### src/rtl/jtag_slot_select_pkg.sv
package jtag_slot_select_pkg;

  typedef enum logic [3:0] {
    TAP_RESET, TAP_IDLE,
    TAP_SEL_DR, TAP_CAP_DR, TAP_SH_DR, TAP_EX1_DR, TAP_PAU_DR, TAP_EX2_DR, TAP_UPD_DR,
    TAP_SEL_IR, TAP_CAP_IR, TAP_SH_IR, TAP_EX1_IR, TAP_PAU_IR, TAP_EX2_IR, TAP_UPD_IR
  } tapState_e;

  typedef enum logic [1:0] {
    SEL_WAIT, SEL_ON, SEL_OFF, SEL_GROUP
  } selState_e;

  typedef struct packed {
    logic captureIr;
    logic shiftIr;
    logic captureDr;
    logic shiftDr;
    logic useGroup;
    logic loadGroup;
    logic clearGroup;
    logic driveTdo;
    logic pickDr;
  } dpStrobe_t;

endpackage

### src/rtl/jtag_slot_select_tap.sv
module jtag_slot_select_tap
  import jtag_slot_select_pkg::*;
(
  input  logic      tck,
  input  logic      trstN,
  input  logic      tms,
  output tapState_e tapState
);

  tapState_e nextState;

  always_comb begin
    unique case (tapState)
      TAP_RESET:  nextState = tms ? TAP_RESET  : TAP_IDLE;
      TAP_IDLE:   nextState = tms ? TAP_SEL_DR : TAP_IDLE;
      TAP_SEL_DR: nextState = tms ? TAP_SEL_IR : TAP_CAP_DR;
      TAP_CAP_DR: nextState = tms ? TAP_EX1_DR : TAP_SH_DR;
      TAP_SH_DR:  nextState = tms ? TAP_EX1_DR : TAP_SH_DR;
      TAP_EX1_DR: nextState = tms ? TAP_UPD_DR : TAP_PAU_DR;
      TAP_PAU_DR: nextState = tms ? TAP_EX2_DR : TAP_PAU_DR;
      TAP_EX2_DR: nextState = tms ? TAP_UPD_DR : TAP_SH_DR;
      TAP_UPD_DR: nextState = tms ? TAP_SEL_DR : TAP_IDLE;
      TAP_SEL_IR: nextState = tms ? TAP_RESET  : TAP_CAP_IR;
      TAP_CAP_IR: nextState = tms ? TAP_EX1_IR : TAP_SH_IR;
      TAP_SH_IR:  nextState = tms ? TAP_EX1_IR : TAP_SH_IR;
      TAP_EX1_IR: nextState = tms ? TAP_UPD_IR : TAP_PAU_IR;
      TAP_PAU_IR: nextState = tms ? TAP_EX2_IR : TAP_PAU_IR;
      TAP_EX2_IR: nextState = tms ? TAP_UPD_IR : TAP_SH_IR;
      TAP_UPD_IR: nextState = tms ? TAP_SEL_DR : TAP_IDLE;
      default:    nextState = TAP_RESET;
    endcase
  end

  always_ff @(posedge tck or negedge trstN) begin
    if (!trstN) tapState <= TAP_RESET;
    else        tapState <= nextState;
  end

  // TMS held high keeps the controller parked in Test-Logic-Reset
  p_reset_park_r1: assert property (@(posedge tck) disable iff (!trstN)
    (tapState == TAP_RESET && tms) |=> (tapState == TAP_RESET));

endmodule

### src/rtl/jtag_slot_select_ctrl.sv
module jtag_slot_select_ctrl
  import jtag_slot_select_pkg::*;
#(
  parameter int IR_W   = 8,
  parameter int GRP_W  = 2,
  parameter int SLOT_W = IR_W - 2,
  parameter logic [IR_W-GRP_W-1:0] MCAST_PREFIX   = 6'b001111,
  parameter logic [IR_W-1:0]       GO_WAIT_CODE   = 8'h03,
  parameter logic [IR_W-1:0]       GROUP_SEL_CODE = 8'h05
) (
  input  logic              tck,
  input  logic              trstN,
  input  tapState_e         tapState,
  input  logic [IR_W-1:0]   irShift,
  input  logic [SLOT_W-1:0] slotId,
  input  logic [GRP_W-1:0]  groupReg,
  output dpStrobe_t         strb,
  output selState_e         selState,
  output logic              selected,
  output logic              mcastSel
);

  localparam logic [IR_W-1:0] BYPASS_CODE = '1;

  logic [IR_W-1:0] instr;
  logic            active;

  function automatic selState_e decodeAddr(input logic [IR_W-1:0] addr,
                                           input logic [SLOT_W-1:0] slot,
                                           input logic [GRP_W-1:0] grp);
    if (addr[IR_W-1:GRP_W] == MCAST_PREFIX)
      return (addr[GRP_W-1:0] == grp) ? SEL_GROUP : SEL_OFF;
    if (addr[IR_W-1:SLOT_W] == '0 && addr[SLOT_W-1:0] == slot)
      return SEL_ON;
    return SEL_OFF;
  endfunction

  always_ff @(posedge tck or negedge trstN) begin
    if (!trstN) begin
      selState <= SEL_WAIT;
      instr    <= BYPASS_CODE;
    end else if (tapState == TAP_RESET) begin
      selState <= SEL_WAIT;
      instr    <= BYPASS_CODE;
    end else if (tapState == TAP_UPD_IR) begin
      unique case (selState)
        SEL_WAIT: begin
          selState <= decodeAddr(irShift, slotId, groupReg);
          instr    <= BYPASS_CODE;
        end
        SEL_ON, SEL_GROUP: begin
          if (irShift == GO_WAIT_CODE) begin
            selState <= SEL_WAIT;
            instr    <= BYPASS_CODE;
          end else begin
            instr    <= irShift;
          end
        end
        SEL_OFF: begin
          if (irShift == GO_WAIT_CODE) selState <= SEL_WAIT;
        end
        default: selState <= SEL_WAIT;
      endcase
    end
  end

  assign active   = (selState == SEL_ON) || (selState == SEL_GROUP);
  assign selected = (selState == SEL_ON);
  assign mcastSel = (selState == SEL_GROUP);

  always_comb begin
    strb            = '0;
    strb.captureIr  = (tapState == TAP_CAP_IR);
    strb.shiftIr    = (tapState == TAP_SH_IR);
    strb.captureDr  = (tapState == TAP_CAP_DR);
    strb.shiftDr    = (tapState == TAP_SH_DR);
    strb.useGroup   = active && (instr == GROUP_SEL_CODE);
    strb.loadGroup  = strb.useGroup && (tapState == TAP_UPD_DR);
    strb.clearGroup = (tapState == TAP_RESET);
    strb.driveTdo   = selected && (strb.shiftIr || strb.shiftDr);
    strb.pickDr     = strb.shiftDr;
  end

  // Test-Logic-Reset always lands in the waiting state
  p_reset_wait_r1: assert property (@(posedge tck) disable iff (!trstN)
    (tapState == TAP_RESET) |=> (selState == SEL_WAIT));

  // never both flags at once
  p_flags_excl_r4: assert property (@(posedge tck) disable iff (!trstN)
    $onehot0({selected, mcastSel}));

  // the wait instruction from any addressed state returns to waiting
  p_go_wait_r6: assert property (@(posedge tck) disable iff (!trstN)
    (tapState == TAP_UPD_IR && selState != SEL_WAIT && irShift == GO_WAIT_CODE)
      |=> (selState == SEL_WAIT));

  // an unselected device leaves only through the wait instruction or reset
  p_unsel_stays_r8: assert property (@(posedge tck) disable iff (!trstN)
    (selState == SEL_OFF && tapState != TAP_RESET &&
     !(tapState == TAP_UPD_IR && irShift == GO_WAIT_CODE))
      |=> (selState == SEL_OFF));

endmodule

### src/rtl/jtag_slot_select_dp.sv
module jtag_slot_select_dp
  import jtag_slot_select_pkg::*;
#(
  parameter int IR_W   = 8,
  parameter int GRP_W  = 2,
  parameter int SLOT_W = IR_W - 2
) (
  input  logic              tck,
  input  logic              trstN,
  input  dpStrobe_t         strb,
  input  logic              tdi,
  input  logic [SLOT_W-1:0] slotId,
  output logic [IR_W-1:0]   irShift,
  output logic [GRP_W-1:0]  groupReg,
  output logic              tdo,
  output logic              tdoEn
);

  localparam int               FIX_W       = IR_W - SLOT_W;
  localparam logic [FIX_W-1:0] CAPTURE_LOW = FIX_W'(1);

  logic [GRP_W-1:0] drShift;

  always_ff @(posedge tck or negedge trstN) begin
    if (!trstN) begin
      irShift <= '0;
    end else if (strb.captureIr) begin
      irShift <= {slotId, CAPTURE_LOW};
    end else if (strb.shiftIr) begin
      irShift <= {tdi, irShift[IR_W-1:1]};
    end
  end

  generate
    if (GRP_W > 1) begin : g_wide_dr
      always_ff @(posedge tck or negedge trstN) begin
        if (!trstN) begin
          drShift <= '0;
        end else if (strb.captureDr) begin
          drShift <= strb.useGroup ? groupReg : '0;
        end else if (strb.shiftDr) begin
          drShift <= strb.useGroup ? {tdi, drShift[GRP_W-1:1]}
                                   : {{(GRP_W-1){1'b0}}, tdi};
        end
      end
    end else begin : g_narrow_dr
      always_ff @(posedge tck or negedge trstN) begin
        if (!trstN) begin
          drShift <= '0;
        end else if (strb.captureDr) begin
          drShift <= strb.useGroup ? groupReg : '0;
        end else if (strb.shiftDr) begin
          drShift <= tdi;
        end
      end
    end
  endgenerate

  always_ff @(posedge tck or negedge trstN) begin
    if (!trstN) begin
      groupReg <= '0;
    end else if (strb.clearGroup) begin
      groupReg <= '0;
    end else if (strb.loadGroup) begin
      groupReg <= drShift;
    end
  end

  always_ff @(negedge tck or negedge trstN) begin
    if (!trstN) begin
      tdo   <= 1'b1;
      tdoEn <= 1'b0;
    end else begin
      tdo   <= strb.pickDr ? drShift[0] : irShift[0];
      tdoEn <= strb.driveTdo;
    end
  end

  // capture loads the slot pins above the fixed low pattern
  p_capture_r2: assert property (@(posedge tck) disable iff (!trstN)
    strb.captureIr |=> (irShift == {$past(slotId), CAPTURE_LOW}));

  // reset state of the TAP clears the group register
  p_group_clear_r1: assert property (@(posedge tck) disable iff (!trstN)
    strb.clearGroup |=> (groupReg == '0));

endmodule

### src/rtl/jtag_slot_select.sv
module jtag_slot_select
  import jtag_slot_select_pkg::*;
#(
  parameter int IR_W   = 8,
  parameter int GRP_W  = 2,
  parameter int SLOT_W = IR_W - 2
) (
  input  logic              tck,
  input  logic              trstN,
  input  logic              tms,
  input  logic              tdi,
  input  logic [SLOT_W-1:0] slotId,
  output logic              tdo,
  output logic              tdoEn,
  output logic              selected,
  output logic              mcastSel
);

  tapState_e        tapState;
  selState_e        selState;
  dpStrobe_t        strb;
  logic [IR_W-1:0]  irShift;
  logic [GRP_W-1:0] groupReg;

  jtag_slot_select_tap u_tap (
    .tck      (tck),
    .trstN    (trstN),
    .tms      (tms),
    .tapState (tapState)
  );

  jtag_slot_select_ctrl #(
    .IR_W   (IR_W),
    .GRP_W  (GRP_W),
    .SLOT_W (SLOT_W)
  ) u_ctrl (
    .tck      (tck),
    .trstN    (trstN),
    .tapState (tapState),
    .irShift  (irShift),
    .slotId   (slotId),
    .groupReg (groupReg),
    .strb     (strb),
    .selState (selState),
    .selected (selected),
    .mcastSel (mcastSel)
  );

  jtag_slot_select_dp #(
    .IR_W   (IR_W),
    .GRP_W  (GRP_W),
    .SLOT_W (SLOT_W)
  ) u_dp (
    .tck      (tck),
    .trstN    (trstN),
    .strb     (strb),
    .tdi      (tdi),
    .slotId   (slotId),
    .irShift  (irShift),
    .groupReg (groupReg),
    .tdo      (tdo),
    .tdoEn    (tdoEn)
  );

  // only an individually selected device may drive the bus
  p_tdo_owner_r9: assert property (@(posedge tck) disable iff (!trstN)
    tdoEn |-> selected);

  // an unselected device never changes its group register
  p_unsel_group_r8: assert property (@(posedge tck) disable iff (!trstN)
    (selState == SEL_OFF && tapState != TAP_RESET) |=> $stable(groupReg));

endmodule

### config.mk
export PLATFORM = sky130hd
export DESIGN_NAME = jtag_slot_select
export DESIGN_NICKNAME = d
export VERILOG_FILES = /design/src/rtl/jtag_slot_select_pkg.sv /design/src/rtl/jtag_slot_select_tap.sv /design/src/rtl/jtag_slot_select_ctrl.sv /design/src/rtl/jtag_slot_select_dp.sv /design/src/rtl/jtag_slot_select.sv
export SDC_FILE = /design/constraint.sdc
export NUM_CORES = 1
export LEC_CHECK = 0
export BUFFER_PORTS_ARGS = -buffer_cell sky130_fd_sc_hd__clkbuf_2
export CAP_MARGIN = 10
export CORE_UTILIZATION = 58
export DETAILED_ROUTE_END_ITERATION = 10
export PLACE_DENSITY_LB_ADDON = 0.2
export SLEW_MARGIN = 20
export SYNTH_ARGS = -nofsm -noshare
export SYNTH_HDL_FRONTEND = slang
export SYNTH_SLANG_ARGS = --single-unit
### constraint.sdc
create_clock -name tck -period 2.2 [get_ports tck]
set_input_delay 0.33 -clock tck [delete_from_list [all_inputs] [get_ports tck]]
set_output_delay 0.33 -clock tck [all_outputs]
set_load 0.05 [all_outputs]
==> results of run 1 <==
-- cell families after synthesis --
family                    after synthesis  synth area share (%)
DFF                                    28                  44.7
and+or+nand+nor                        60                  20.7
xor gates and xnor gates                9                  4.95
buffers and inverters                  16                  4.08
muxes                                  11                  7.07
AOI/OAI and AO/OA                      43                  18.5
-- metrics by stage --
step / std cells / setup slack [ps] / total power [W] / setup TNS [ps] / util [%]
floorplan: 167 / -81.6 / 0.00166 / -123 / -
global placement: 207 / 8.10 / 0.00186 / 0 / 68.0
detailed placement: 207 / -4.98 / 0.00192 / -4.98 / 68.0
CTS: 212 / -316 / 0.00228 / -484 / 71.1
global route: 213 / -327 / 0.00246 / -571 / 71.9
finish: 213 / -287 / 0.00232 / -455 / 71.9
-- worst max-delay path by stage --
stage,startpoint,end,slack (ps),cells after the start
CTS,u_dp.tdo,tdo,-320,1
global route,u_dp.tdo,tdo,-330,1
finish,u_dp.tdo,tdo,-290,1
floorplan,u_tap.tapState[0],u_dp.tdo,-80,3
global placement,u_tap.tapState[0],u_dp.tdo,8,2
detailed placement,u_tap.tapState[0],u_dp.tdo,-5,2
-- state kept, by name (all words and copies together), names as in the netlist --
signal / flops
u_dp.groupReg: 2
u_dp.tdo: 1
u_dp.drShift: 2
u_dp.tdoEn: 1
u_dp.irShift: 8
u_ctrl.instr: 8
u_tap.tapState: 4
u_ctrl.selState: 2
-- power by group --
group	switching, W	internal [W]
Clock	0.000165	0.000187
Sequential	0.000217	0.000676
Combinational	0.000578	0.000494
-- layout make-up --
cell class	instances	area, µm²
fillers	180	714
well taps	30	37.5
clock buffers	3	22.5
multi-input cells	123	843
repair buffers	23	166
flip-flops and latches	28	712
clock inverters	2	33.8
inverters	4	15.0
-- layer usage --
| metal | GRT usage (%) | share of wire (%) | up-vias | wire length [µm] |
|---|---|---|---|---|
| met5 | 0 | 0 | - | 0 |
| met4 | 11.5 | 1.6 | 0 | 51 |
| met3 | 2.50 | 3.2 | 5 | 105 |
| met2 | 35.0 | 46 | 24 | 1510 |
| met1 | 35.4 | 49 | 627 | 1590 |
| li1 | - | - | 646 | - |
-- cells in the mapped netlist (all sizes together) (7+ instances only) --
cell and number:
o21ai 15, nor2b 7, o22a 7, a21oi 8
clkbuf 8, xnor2 9, dfrtp 18, dfstp 9
mux2i 9, nand2 17, nor3 7
-- what timing repair did --
| action | in CTS | in global routing |
|---|---|---|
| endpoints found under the setup margin | 2 | 4 |
| hold endpoints to repair | 4 | 0 |
| hold buffers | 1 | 0 |
| resized for setup | 4 | 4 |
| pin swaps | 0 | 1 |
| setup buffers | 0 | 1 |
==> results_dict.tcl, run 1 <==
set metrics [dict create \
    cp_max_fo 1 \
    final_common_cell "dfrtp_1" \
    drv_cap 0 \
    worst_setup_path_start_kind "flip-flop" \
    run_status "finished with violations" \
    yosysTopAreaCellShare_pct 28.3 \
    first_global_vias 1039 \
    slew_headroom_pct 70.5 \
    tightest_slew_ps 441 \
    hold_depth 3 \
    rows 18 \
    dp_hpwl_um 2370 \
    drc 0 \
    setup_ws_ps -287 \
    synth-seq-cells 28 \
    crit_arrival_ps 2160 \
    syn-num-nets 177 \
    num_antenna_cells 0 \
    area_delta_synth_final_pct 14.9 \
    critPathTopFamily "flip-flops" \
    worstPathRequired_ps 1870 \
    initial_core_util_pct 62.6 \
    finalSetupViolations 3 \
    cts-root-buf "clkbuf_4" \
    routed_via_density 6.11 \
    grt_usage_pct 24.1 \
    die_area_um2 2960 \
    synthTopCellsByArea "dfrtp_1 28%, dfstp_2 15%, mux2i_1 5.7%, xnor2_1 4.9%, o21ai_0 4.4%" \
    synth_area_um2 1590 \
    route.detailed.wl_per_inst_um 15.3 \
    dr.pass1.iters 4 \
    htree_levels 1 \
    cts.path.max_buffers 2 \
    final_layout_size_suffix_gt1_share_pct 25.1 \
    place_congestion 0.790 \
    ys_types 42 \
    hold_violations 0 \
    p_leak_nw 0.764 \
    critical_path_class "reg2out" \
    clk_latency_ps 390 \
    grt_pass1_wl_um 4970 \
    wl_um 3260 \
    hold-path-endpoint "u_dp.irShift[7]" \
    hold_path.class "in2reg" \
    dieHeight_um 54.4 \
    core_area_um2 2540 \
    gr-total-overflow 0 \
    ios 14 \
    crit_slowest_cell "dfstp_2" \
    yosysWarnings 0 \
    synthArstFlopShare_pct 100 \
    synthFlopType "dfrtp_1" \
    timing.reg2reg.worst_path_depth 2 \
    final_cell_mix "18 x dfrtp_1, 17 x nand2_1, 14 x o21ai_0" \
    synth-seq-area-share_pct 44.7 \
    place_area_um2 1730 \
    hp-start "tdi" \
    endpoint_kind "primary output" \
    report.final.slew_viol_count 0 \
    finClkSkew_ps 58.1 \
    cts_buffers 3 \
    ant_nets 0 \
    ff2ff_setup_slack_ps -20 \
    antenna_found_initial 0 \
    fin_area_um2 1830 \
    violations "setup timing" \
    rsz0062_at_grt "true" \
    cts_tree "done" \
    r2r-end "u_dp.tdo" \
    synth_edf_count 0 \
    nets 194 \
    worst_path_largest_cell_delay_ps 530 \
    portBuffers 13 \
    ir_worst_vdd_mv 1.10 \
    die_w_um 54.4 \
    synth_largest_area_cell "dfrtp_1" \
    holdWs_ps 311 \
    clk_pin_slew_ps 150 \
    drt-initial-drc-count 27 \
    critPathBufInv 1 \
    p_per_area_nw_per_um2 1270 \
    synth_cells 167 \
    clkSinkCount 28 \
    syn_area_per_cell_um2 9.54 \
    grt_max_degree 28 \
    crit_chain "buf_8" \
    vias 1302 \
    r2r_start "u_tap.tapState[0]" \
]
Note: power is estimated with default switching activity, not from simulation.
==> run 2, diff against run 1 <==
--- a/config.mk
+++ b/config.mk
@@ -13,4 +13,5 @@
 export SLEW_MARGIN = 20
 export SYNTH_ARGS = -nofsm -noshare
 export SYNTH_HDL_FRONTEND = slang
+export SYNTH_HIERARCHICAL = 1
 export SYNTH_SLANG_ARGS = --single-unit
==> run 2 against run 1 <==
Compared with the run above: the flow still finishes with violations (setup timing); wire length increased by 9.2%; power grew 12%; non-clock buffer count is 9 higher; first-iteration DRC count up 130%; area after synthesis is 3.3% higher; combinational power up 29%; utilization increased by 4.8 points; register-to-register slack about the same; worst setup slack better by 15 ps; critical endpoint unchanged.
==> results_dict.tcl, run 2 <==
set metrics [dict create \
    run_status "finished with violations" \
    violations "setup timing" \
    dp_hpwl_um 2620 \
    nets 204 \
    worst_setup_path_start_kind "flip-flop" \
    synth_largest_area_cell "dfrtp_1" \
    clkSinkCount 28 \
    die_w_um 55.3 \
    setup_ws_ps -272 \
    fin_area_um2 1970 \
    endpoint_kind "primary output" \
    synth-seq-area-share_pct 43.3 \
    rsz0062_at_grt "true" \
    grt_pass1_wl_um 6090 \
    num_antenna_cells 0 \
    p_per_area_nw_per_um2 1310 \
    route.detailed.wl_per_inst_um 16.0 \
    die_area_um2 3050 \
    drt-initial-drc-count 61 \
    clk_pin_slew_ps 140 \
    syn_area_per_cell_um2 10.0 \
    ir_worst_vdd_mv 1.10 \
    vias 1370 \
    report.final.slew_viol_count 0 \
    ys_types 54 \
    drv_cap 0 \
    cts_tree "done" \
    initial_core_util_pct 64.1 \
    area_delta_synth_final_pct 19.8 \
    grt_usage_pct 25.1 \
    hold_path.class "in2reg" \
    p_leak_nw 0.834 \
    htree_levels 1 \
    crit_arrival_ps 2140 \
    finClkSkew_ps 54.8 \
    gr-total-overflow 0 \
    portBuffers 13 \
    place_area_um2 1820 \
    synthFlopType "dfrtp_1" \
    crit_slowest_cell "dfstp_2" \
    worstPathRequired_ps 1870 \
    hold_violations 0 \
    core_area_um2 2570 \
    cp.depth 1 \
    critical_path_class "reg2out" \
    drc 0 \
    final_layout_size_suffix_gt1_share_pct 32.6 \
    critPathTopFamily "flip-flops" \
    finalSetupViolations 3 \
    slew_headroom_pct 59.7 \
    clk_latency_ps 370 \
    critPathBufInv 1 \
    yosysMostFrequentCell "dfrtp_1" \
    cts-root-buf "clkbuf_4" \
    cts_buffers 3 \
    antenna_found_initial 0 \
    fin_util_pct 76.8 \
    first_global_vias 1305 \
    place_congestion 0.875 \
    synthArstFlopShare_pct 100 \
    synthTopCellsByArea "dfrtp_1 27%, dfstp_2 14%, mux2i_1 5.5%, nand2_1 3.2%, nor2_1 3.2%" \
    yosysTopAreaCellShare_pct 27.4 \
    synth_common_cells "18 x dfrtp_1, 14 x nand2_1, 14 x nor2_1" \
    reg.largest.list "u_ctrl/instr: 8 flops, u_dp/irShift: 8 flops, u_tap/tapState: 4 flops" \
    pre_cts_slack_ps -32.7 \
    synth-seq-cells 28 \
    rows 18 \
    tightest_slew_ps 597 \
    ant_nets 0 \
    setup-tns-final_ps -428 \
    synth_area_um2 1650 \
    cts.path.max_buffers 2 \
    syn-num-nets 174 \
    routed_via_density 6.14 \
    crit_chain "buf_8" \
    final_cell_mix "15 x buf_4, 15 x dfrtp_1, 14 x nor2_1" \
    worst_path_largest_cell_delay_ps 530 \
    yosysWarnings 6 \
    hold_depth 3 \
    synth_cells 164 \
    wl_um 3560 \
    timing.reg2reg.worst_path_depth 2 \
    ios 14 \
    grt_max_degree 23 \
    synth_edf_count 0 \
    dr.pass1.iters 4 \
    cp_max_fo 1 \
    dieHeight_um 55.3 \
]
==> run 2: final timing paths <==
| check | slack (ps) | startpoint | endpoint |
|---|---|---|---|
| hold reg to reg | 520 | u_ctrl/instr[1] | u_ctrl/instr[1] |
| min in group asynchronous | 360 | trstN | u_tap/tapState[1] |
| max in group asynchronous | 520 | trstN | u_dp/tdo |
| hold / removal | 230 | slotId[2] | u_dp/irShift[4] |
| setup / recovery | -270 | u_dp/tdo | tdo |
| setup reg to reg | -30 | u_tap/tapState[1] | u_dp/tdo |
==> run 2: power by group <==
part	switching [W]	total, W	internal, W
clock	0.000147	0.000215	0.0000688
sequential	0.000231	0.000995	0.000764
combinational	0.000692	0.00138	0.000686
total	0.00107	0.00259	0.00152
==> run 2: cell type report <==
| class | count | area (µm²) |
|---|---|---|
| Clock buffer | 3 | 22.5 |
| Clock inverter | 2 | 7.51 |
| Fill cell | 177 | 597 |
| Inverter | 4 | 15.0 |
| Multi-Input combinational cell | 124 | 906 |
| Sequential cell | 28 | 716 |
| Tap cell | 30 | 37.5 |
| Timing Repair Buffer | 32 | 267 |
==> run 2: layer usage <==
| metal | part of all wire, % | GRT usage [%] |
|---|---|---|
| met3 | 4.6 | 3.75 |
| met4 | 1.1 | 8.57 |
| met2 | 47 | 38.0 |
| met1 | 47 | 36.9 |
| met5 | 0 | 0 |
==> run 2: logic make-up after synthesis <==
family	share of synthesized area, %
flops	43.3
mux	7.07
simple gates	22.7
xor+xnor	3.73
compound gates	18.5
buf+inv	4.79
==> run 2: what timing repair did <==
action | CTS | global route
cloned | 1 | 0
pin swaps | 0 | 0
endpoints found under the hold margin | 4 | 0
setup endpoints to repair | 6 | 6
resized for setup | 8 | 5
setup buffers | 1 | 2
hold buffers | 1 | 0
==> run 2: stage by stage <==
step	hold WS [ps]	cells	power, W
after global routing	246	223	0.00277
after global placement	178	214	0.00211
after detailed placement	185	214	0.00218
after CTS	228	221	0.00253
after floorplan	34.4	164	0.00188
final	234	223	0.00259
==> run 3, diff against run 2 <==
--- a/config.mk
+++ b/config.mk
@@ -7,9 +7,11 @@
 export LEC_CHECK = 0
 export BUFFER_PORTS_ARGS = -buffer_cell sky130_fd_sc_hd__clkbuf_2
 export CAP_MARGIN = 10
+export CORE_MARGIN = 1.5
 export CORE_UTILIZATION = 58
+export CTS_CLUSTER_SIZE = 16
 export DETAILED_ROUTE_END_ITERATION = 10
-export PLACE_DENSITY_LB_ADDON = 0.2
+export PLACE_DENSITY = 0.83
 export SLEW_MARGIN = 20
 export SYNTH_ARGS = -nofsm -noshare
 export SYNTH_HDL_FRONTEND = slang
==> run 3 against run 2 <==
Compared with the run above: the run still ends with setup timing left; count of clock-buffer cells in the layout rose by 1; global-route usage grew 1.4 points; final area is 1.7% higher; cell count grew 0.90%; sequential share of layout area decreased by 0.59 points; die area increased by 3.7%; largest cell class unchanged.
==> results_dict.tcl, run 3 (synthesis results as in run 2) <==
set metrics [dict create \
    ios 14 \
    place_congestion 0.871 \
    clk_pin_slew_ps 140 \
    tightest_slew_ps 530 \
    rsz0062_at_grt "true" \
    route.detailed.wl_per_inst_um 17.2 \
    report.final.slew_viol_count 0 \
    drv_cap 0 \
    gr-total-overflow 0 \
    crit_slowest_cell "dfstp_2" \
    cts_buffers 3 \
    routed_via_density 6.31 \
    critPathBufInv 1 \
    nets 205 \
    grt_pass1_wl_um 6670 \
    ant_nets 0 \
    hold_path.class "in2reg" \
    critical_path_class "reg2out" \
    htree_levels 1 \
    vias 1420 \
    violations "setup timing" \
    final_layout_size_suffix_gt1_share_pct 34.0 \
    run_status "finished with violations" \
    cts_tree "done" \
    dieHeight_um 56.3 \
    crit_chain "buf_8" \
    clkSinkCount 28 \
    p_leak_nw 0.847 \
    grt_usage_pct 26.6 \
    worstPathRequired_ps 1870 \
    core_area_um2 2730 \
    hold_violations 0 \
    fin_area_um2 2000 \
    rows 19 \
    area_delta_synth_final_pct 21.7 \
    die_w_um 56.3 \
    clk_latency_ps 370 \
    num_antenna_cells 0 \
    antenna_found_initial 0 \
    endpoint_kind "primary output" \
    wl_um 3880 \
    finClkSkew_ps 55.8 \
    final_common_cell "buf_4" \
    setup_ws_ps -265 \
    ir_worst_vdd_mv 1.11 \
    worst_path_largest_cell_delay_ps 530 \
    place_area_um2 1820 \
    worstSetupStartpoint "u_dp/tdo" \
    crit_arrival_ps 2130 \
    worst_setup_path_start_kind "flip-flop" \
    slew_headroom_pct 64.2 \
    reg.largest.list "u_ctrl/instr: 8 flops, u_dp/irShift: 8 flops, u_tap/tapState: 4 flops" \
    hp-start "slotId[3]" \
    drt-initial-drc-count 55 \
    finalSetupViolations 3 \
    power_w 0.00266 \
    first_global_vias 1404 \
    critPathTopFamily "flip-flops" \
    drc 0 \
    dr.pass1.iters 5 \
    cp_max_fo 1 \
    final_cell_mix "16 x buf_4, 15 x dfrtp_1, 13 x nor2_1, 13 x nand2_1, 11 x clkbuf_2" \
    r2r_start "u_tap/tapState[0]" \
    dp_hpwl_um 2670 \
    grt_max_degree 25 \
    p_per_area_nw_per_um2 1330 \
    cts-root-buf "clkbuf_4" \
    portBuffers 13 \
    die_area_um2 3170 \
    cts.path.max_buffers 2 \
    initial_core_util_pct 60.2 \
    holdWs_ps 233 \
]
## run 3: what timing repair did
action                                 CTS  global route
hold buffers                             1             0
setup endpoints to repair                6             5
buffers inserted                         1             4
gates resized for setup                 11             7
endpoints found under the hold margin    2             0
gates cloned                             1             0
pin swaps                                1             1
## run 3: metal layers
| layer | global-route usage [%] | up-vias | part of all wire [%] |
|---|---|---|---|
| met5 | 0 | - | 0 |
| met4 | 6.12 | 0 | 0.70 |
| met3 | 3.23 | 4 | 4.1 |
| met2 | 45.5 | 49 | 53 |
| met1 | 36.2 | 707 | 42 |
| li1 | - | 660 | - |
## run 3: path summary, 6_finish.rpt
kind,endpoint,slack (ps),cells past startpoint
setup / recovery,tdo,-260,1
hold / removal,u_dp/irShift[5],230,3
setup reg to reg,u_dp/tdo,-20,2
hold reg to reg,u_ctrl/instr[0],510,2
max in group asynchronous,u_dp/tdo,560,2
min in group asynchronous,u_dp/drShift[1],350,2
## run 3: area by class of cell
type	instances	area, µm²
multi-input combinational	124	921
clock buffer	4	26.3
tap	31	38.8
sequential	28	716
fill	200	731
clock inverter	1	3.75
inverter	4	15.0
timing repair buffer	33	283
## run 3: per-stage QoR
step | std cells | utilization [%] | TNS [ps] | worst slack (ps)
finish | 225 | 73.3 | -411 | -265
global route | 225 | 73.3 | -508 | -304
detailed placement | 214 | 66.5 | -237 | -133
global placement | 214 | 66.5 | -50.0 | -18.6
CTS | 221 | 71.4 | -470 | -295
floorplan | 164 | - | -82.3 | -82.3
## run 3: report_power, final
part / switching [W] / leakage (nW) / internal (W) / total (W)
logic: 0.000727 / 0.494 / 0.000713 / 0.00144
clock network: 0.000144 / 0.0203 / 0.0000732 / 0.000218
registers: 0.000233 / 0.332 / 0.000765 / 0.000998
